==> config.mk <==
export PLATFORM = sky130hd
export DESIGN_NAME = itx4x4_core
export DESIGN_NICKNAME = d
export VERILOG_FILES = /design/src/rtl/itx_pkg.sv /design/src/rtl/itx_bfly.sv /design/src/rtl/itx_pass.sv /design/src/rtl/itx_round.sv /design/src/rtl/itx4x4_core.sv
export SDC_FILE = /design/constraint.sdc
export NUM_CORES = 2
export LEC_CHECK = 0
export ABC_AREA = 1
export BUFFER_PORTS_ARGS = -buffer_cell sky130_fd_sc_hd__buf_2
export CORE_ASPECT_RATIO = 1.2
export CORE_UTILIZATION = 45
export DETAILED_ROUTE_END_ITERATION = 6
export PLACE_DENSITY = 0.72
export SLEW_MARGIN = 25
export SYNTH_ARGS = -nofsm -noshare
export SYNTH_HDL_FRONTEND = slang
export SYNTH_SLANG_ARGS = --single-unit
==> constraint.sdc <==
create_clock -name clk -period 21.7 [get_ports clk]
set_input_delay 1.085 -clock clk [delete_from_list [all_inputs] [get_ports clk]]
set_output_delay 1.085 -clock clk [all_outputs]
set_load 0.03 [all_outputs]
==> src/rtl/itx_pkg.sv <==
package itx_pkg;
    // Side of the square block; the butterfly is defined for four points only
    localparam int DIM   = 4;
    localparam int NELEM = DIM * DIM;

    // Which dimension a pass walks along
    typedef enum logic {
        PASS_ROW = 1'b0,
        PASS_COL = 1'b1
    } pass_e;
endpackage

==> src/rtl/itx_bfly.sv <==
module itx_bfly #(
    parameter int LANE_W = 16
) (
    input  logic signed [LANE_W-1:0] d0,
    input  logic signed [LANE_W-1:0] d1,
    input  logic signed [LANE_W-1:0] d2,
    input  logic signed [LANE_W-1:0] d3,
    output logic signed [LANE_W-1:0] f0,
    output logic signed [LANE_W-1:0] f1,
    output logic signed [LANE_W-1:0] f2,
    output logic signed [LANE_W-1:0] f3
);
    logic signed [LANE_W-1:0] sum_ev, dif_ev, odd_lo, odd_hi;

    // Even part: plain sum and difference; odd part: half-weight taps
    always_comb begin
        sum_ev = d0 + d2;
        dif_ev = d0 - d2;
        odd_lo = (d1 >>> 1) - d3;
        odd_hi = d1 + (d3 >>> 1);
        f0 = sum_ev + odd_hi;
        f1 = dif_ev + odd_lo;
        f2 = dif_ev - odd_lo;
        f3 = sum_ev - odd_hi;
    end
endmodule

==> src/rtl/itx_pass.sv <==
module itx_pass
    import itx_pkg::*;
#(
    parameter int    LANE_W = 16,
    parameter pass_e MODE   = PASS_ROW
) (
    input  logic [NELEM*LANE_W-1:0] blk_i,
    output logic [NELEM*LANE_W-1:0] blk_o
);
    // One butterfly per row or per column; the walk direction picks the lanes
    for (genvar v = 0; v < DIM; v++) begin : g_vec
        logic signed [LANE_W-1:0] din  [DIM];
        logic signed [LANE_W-1:0] dout [DIM];

        for (genvar j = 0; j < DIM; j++) begin : g_lane
            localparam int K = (MODE == PASS_ROW) ? (v * DIM + j) : (j * DIM + v);
            assign din[j]                 = blk_i[K*LANE_W +: LANE_W];
            assign blk_o[K*LANE_W +: LANE_W] = dout[j];
        end

        itx_bfly #(.LANE_W(LANE_W)) u_bfly (
            .d0(din[0]),  .d1(din[1]),  .d2(din[2]),  .d3(din[3]),
            .f0(dout[0]), .f1(dout[1]), .f2(dout[2]), .f3(dout[3])
        );
    end
endmodule

==> src/rtl/itx_round.sv <==
module itx_round
    import itx_pkg::*;
#(
    parameter int LANE_W      = 16,
    parameter int SCALE_SHIFT = 6
) (
    input  logic [NELEM*LANE_W-1:0] blk_i,
    output logic [NELEM*LANE_W-1:0] blk_o
);
    localparam logic signed [LANE_W-1:0] BIAS = LANE_W'(1 << (SCALE_SHIFT - 1));

    for (genvar k = 0; k < NELEM; k++) begin : g_rnd
        logic signed [LANE_W-1:0] raw, biased;
        assign raw    = blk_i[k*LANE_W +: LANE_W];
        assign biased = raw + BIAS;
        assign blk_o[k*LANE_W +: LANE_W] = biased >>> SCALE_SHIFT;
    end
endmodule

==> src/rtl/itx4x4_core.sv <==
module itx4x4_core
    import itx_pkg::*;
#(
    parameter int LANE_W      = 16,
    parameter int SCALE_SHIFT = 6
) (
    input  logic                      clk,
    input  logic                      rst,
    input  logic                      in_valid,
    output logic                      in_ready,
    input  logic [NELEM*LANE_W-1:0]   in_coef,
    output logic                      out_valid,
    input  logic                      out_ready,
    output logic [NELEM*LANE_W-1:0]   out_res
);
    localparam int BUS_W = NELEM * LANE_W;

    logic             adv;
    logic             s1_v, s2_v;
    logic [BUS_W-1:0] s1_d, s2_d;
    logic [BUS_W-1:0] row_c, col_c, rnd_c;

    // The pipeline moves as one when the output slot is free or draining
    assign adv      = !out_valid || out_ready;
    assign in_ready = adv;

    itx_pass #(.LANE_W(LANE_W), .MODE(PASS_ROW)) u_rows (
        .blk_i(in_coef), .blk_o(row_c)
    );

    itx_pass #(.LANE_W(LANE_W), .MODE(PASS_COL)) u_cols (
        .blk_i(s1_d), .blk_o(col_c)
    );

    itx_round #(.LANE_W(LANE_W), .SCALE_SHIFT(SCALE_SHIFT)) u_rnd (
        .blk_i(s2_d), .blk_o(rnd_c)
    );

    // Stage occupancy flags
    always_ff @(posedge clk) begin
        if (rst) begin
            s1_v      <= 1'b0;
            s2_v      <= 1'b0;
            out_valid <= 1'b0;
        end else if (adv) begin
            s1_v      <= in_valid;
            s2_v      <= s1_v;
            out_valid <= s2_v;
        end
    end

    // Stage payloads carry no reset
    always_ff @(posedge clk) begin
        if (adv) begin
            s1_d    <= row_c;
            s2_d    <= col_c;
            out_res <= rnd_c;
        end
    end
endmodule

# Yosys cells after proc, flatten, opt, wreduce, memory -nomap -nowiden
# Cells that the tools add are included.
[word_totals] out_inout_bits=258 input_bits=260 word_cells=88 ff_bits=765
[op_classes] n_reduce_logical=2 add_sub_neg=80
[op_table] cell="16-bit adder" n=24
[op_table] cell="16-bit subtractor" n=24
[op_table] cell="16-bit by 7-bit adder with 16-bit output (second input constant)" n=16
[op_table] cell="16-bit by 15-bit adder with 16-bit output" n=8
[op_table] cell="15-bit by 16-bit subtractor with 16-bit output" n=8
[op_table] cell="1-bit zero test" n=1
[op_table] cell="1-bit logical OR" n=1

# Logic depth before layout (Yosys ltp)
[logic_depth] depth_word=2 ltp_mapped=27 ltp_nobuf=25

# Cells and area by module
# Synthesis repeated with hierarchy kept, for this count alone.
[hier_totals] hier_cells=10472 hier_area_um2=79653.9
[by_module_without_submodules] mod="itx_bfly at u_cols.g_vec[0].u_bfly ..." cells_per_inst=1116 instances=4 area_per_inst_um2=6545.0 seq_area_each_um2=0.0
[by_module_without_submodules] mod="itx4x4_core" cells_per_inst=787 instances=1 area_per_inst_um2=23188.5 seq_area_each_um2=23122.2
[by_module_without_submodules] mod="itx_bfly at u_rows.g_vec[2].u_bfly" cells_per_inst=1117 instances=1 area_per_inst_um2=6542.5 seq_area_each_um2=0.0
[by_module_without_submodules] mod="itx_bfly at u_cols.g_vec[1].u_bfly" cells_per_inst=1122 instances=1 area_per_inst_um2=6537.5 seq_area_each_um2=0.0
[by_module_without_submodules] mod="itx_bfly at u_rows.g_vec[3].u_bfly" cells_per_inst=1122 instances=1 area_per_inst_um2=6487.5 seq_area_each_um2=0.0
[by_module_without_submodules] mod="itx_bfly at u_rows.g_vec[1].u_bfly" cells_per_inst=1122 instances=1 area_per_inst_um2=6475.0 seq_area_each_um2=0.0
[by_module_without_submodules] mod="itx_round" cells_per_inst=738 instances=1 area_per_inst_um2=4242.8 seq_area_each_um2=0.0

# Worst setup path before layout
# OpenSTA, ideal clock, no wires.
[synth_path] path_type="input to output" from="input out_ready" to="output in_ready" setup_slack_ns=7.999 path_stages=2 arrival_time_ns=12.616 required_ns=20.615 path_buffers=0 cell_sequence="nor2_1 > inv_1"
[synth_via] elab_chain_cells=1
[synth_rtl] item="from (decl)" line="itx4x4_core.sv:13" source="input logic out_ready,"
[synth_rtl] item="1-bit logical OR" line="itx4x4_core.sv:24" source="assign adv = !out_valid || out_ready;"
[synth_rtl] item="to (decl)" line="itx4x4_core.sv:10" source="output logic in_ready,"
# Every way passes these cells.

==> results.txt <==
The via count of the first global-routing pass came out at 60.1k. The kind of start point of the critical path is a flop. The maximum buffer depth of the clock tree is 3. The placement-stage cell area is 73200 sq um. Ranked by instance count, the synthesized netlist is headed by nand2_1, inv_1, ha_1, a21oi_1, xor2_1.

The clock latency on the worst-skew pair came out at 0.69 ns. The path with the worst hold slack has its endpoint at s2_v. The count of instances resized after the clock tree is built came out at 0. The TritonCTS clock tree is yes.

The worst hold margin came out at 0.466 ns. The peak fanout along the critical path is 10. The half-perimeter wire length after placement is 192 mm. The clock edge transition at the registers on the reported setup and hold paths is 0.06 ns. After floorplanning, the core was sized to cover 153000 sq um. The max-slew violation total from the final report came out at 0.

The run finished, with violations left. The placer congestion estimate came out at 1.03. In this run, distinct cell masters in the synthesized netlist total 56.

The final number of hold-violating endpoints is 0. The multi-input logic area came out at 44300 sq um. The largest clock skew in the final design came out at 0.0359 ns. The min-delay analysis places its worst path in the category reg2reg. For this run, the register share of the synthesized area comes to 0.253.

Global routing finished with a remaining overflow of 0. The max-cap violation count is 0. The worst path arrival time came out at 4.62 ns. Summing over every cut layer, the via total after detailed routing is 63.1k.

Dividing the detail-routed wire length by the instance count gives 18.9 um. The count of routing violations after the opening detailed-route iteration is 4955. The setup TNS is 0 ns. The checks that failed: DRC.

The synthesized area divided by synthesized cell count came out at 7.35 sq um. CTS placed an instance of clkbuf_16 at the clock tree root. The total clock sinks is 587. The number of warning messages in the yosys log came out at 0. For this configuration, the core starts out at a cell density of 0.455.

Measured along the y axis, the die boundary spans 433 um. The overall fraction of global-route tracks in use is 0.279. The transition at the pin with the smallest max-transition slack came out at 1.02 ns.

Of the post-synthesis cell area, the dominant cell type holds 0.252. Input and output buffers added on the ports amount to 517. The final layout contains routed wiring with a total length of 224 mm. The share of layout cells above drive strength 1 is 0.0763. The final critical-path required period is 4.22 ns.

The setup path with the least slack is of type reg2reg. The tightest slew margin relative to the limit came out at 0.320. The final antenna-violating net count came out at 0. The largest net degree at the start of global routing came out at 154.

The first-pass iteration count of the detailed router came out at 7. The most instantiated library cell after synthesis is nand2_1. In this run the critical register-to-register path is captured at s2_d[157]. The main flop type after synthesis is edfxtp_1. The global-route wire length before repair came out at 339 mm. The total of endpoints with negative setup slack in the final report came out at 0.

The total nets after synthesis came out at 10.7k. The flop-to-flop setup slack is 17.48 ns. Sorting the synthesized cells by area gives the leading types as edfxtp_1, ha_1, nand2_1. The worst hold path cell count is 2. After synthesis the cells add up to 69700 sq um.

The proportion of register bits with asynchronous set or reset after synthesis came out at 0. The worst setup path is captured at a flop. The worst hold path begins at s1_v. The reg-to-reg critical path startpoint is s1_d[32]. The share of the cycle needed by the critical path after routing is 0.195.

Measured in cells, the most critical reg-to-reg path has a length of 17. The die covers 156000 sq um. Buffers inserted to repair hold after CTS numbered 0. The routed via count divided by cell count came out at 5.32.

In the final layout, flip-flops and latches occupy 17600 sq um. The summed area of non-filler cells in the final layout is 75400 sq um. The total I/O pin count came out at 518. The filler cells instantiated in the layout total 15.3k. For this run, the post-layout net count is 11.1k.

The required time of the worst setup path came out at 22.10 ns. The width of the die came out at 361 um. The H-tree generated during clock tree synthesis spans 3 levels. After synthesis the netlist holds a flip-flop and latch count of 587. Based on the critical path, the design can be clocked at up to 0.237 GHz. Setup repair after global routing left no endpoint under its margin.

The initial antenna violation count is 41. In this run, synthesis inferred 584 flip-flops with an integrated enable. The site row count is 157.

The number of buffers inserted by post-CTS setup repair came out at 0. The remaining routing DRC violations is 9. From synthesis to final layout, the design area changed by 8.25%. In this run the worst setup path begins at s1_d[32]. TritonCTS created 66 clock buffers. The count of mapped cells out of synthesis came out at 9476. edfxtp_1 takes more of the synthesized area than any other cell.
==> flip-flops by register name, indices dropped and copies added (netlist names) <==
| register | flops |
|---|---|
| s2_d | 176 |
| s2_v | 1 |
| s1_d | 248 |
| out_valid | 1 |
| s1_v | 1 |
| out_res | 160 |
==> metrics by stage <==
step | setup slack [ns] | util | instances
2_1_floorplan | 8.00 | - | 9476
3_3_place_gp | 17.03 | 0.478 | 11700
3_5_place_dp | 17.04 | 0.478 | 11700
4_1_cts | 17.55 | 0.492 | 11800
5_1_grt | 17.16 | 0.492 | 11800
6_report | 17.48 | 0.492 | 11900
==> logic make-up (layout without fill, tap and decap cells) <==
family          count (synthesis)  after routing  share of synthesized area
xor+xnor                      898            898                      0.113
simple gates                 3633           3633                      0.218
fa+ha+maj                    1005           1005                      0.186
other cells                     0             18                          0
flops                         587            587                      0.253
buf+inv                      1922           2298                      0.112
compound gates               1431           1431                      0.118
==> placed cells by master, fill, tap and decap left out, drive strengths merged, types with 3 or more instances in the layout <==
cell type and n:
nand2 2072, inv 1662, ha 957, a21oi 787
xor2 743, nor2 615, edfxtp 584, nand3 582
buf 526, o21ai 259, nor3 166, xnor2 155
o21bai 130, nand4 83, clkbuf 76, a31oi 69
a21o 67, fa 48, a21boi 32, a211oi 29
nand3b 27, clkinv 27, nor4 25, or2 22
diode 18, o211ai 18, and2 16, nor3b 15
o31ai 14, a31o 13, and3 10, bufinv 5
a221oi 4, o2111ai 3, o21a 3, dfxtp 3
==> layer usage <==
metal	vias up	GRT usage	routed length (um)
met5	-	0	235
met4	40	0.0945	7160
li1	31300	-	-
met1	29400	0.360	97200
met3	319	0.0511	16800
met2	2104	0.465	103000
==> final cells by class <==
cell class	count	area share
antenna	18	0.000597
sequential	587	0.233
inverter	1651	0.0822
multi-input combinational	6967	0.587
clock inverter	45	0.00592
timing repair buffer	526	0.0354
clock buffer	76	0.0227
tap	1987	0.0330
==> critical path, cell delays in order, from the launching register on <==
cell,delay [ns]
edfxtp_1,0.42
inv_1,0.07
ha_1,0.19
inv_1,0.15
fa_1,0.24
nand3_1,0.11
nand2_1,0.09
nand2_1,0.07
nand3_1,0.08
nand2_1,0.09
o21ai_0,0.34
xor2_1,0.63
ha_1,0.47
o21ai_0,0.37
a31oi_1,0.12
nand2_1,0.17
a21oi_1,0.15
xor2_1,0.16
==> how the worst max path moves through the flow <==
stage / to / slack [ns] / depth (start not counted)
floorplan: in_ready / 8.00 / 2
global placement: s1_d[155] / 17.03 / 17
detailed placement: s1_d[47] / 17.04 / 18
CTS: s2_d[159] / 17.55 / 18
global route: s2_d[95] / 17.16 / 21
finish: s2_d[157] / 17.48 / 17
Power is not shown: default switching activity piles up to over one toggle a cycle in this logic, so the estimate is an artifact.
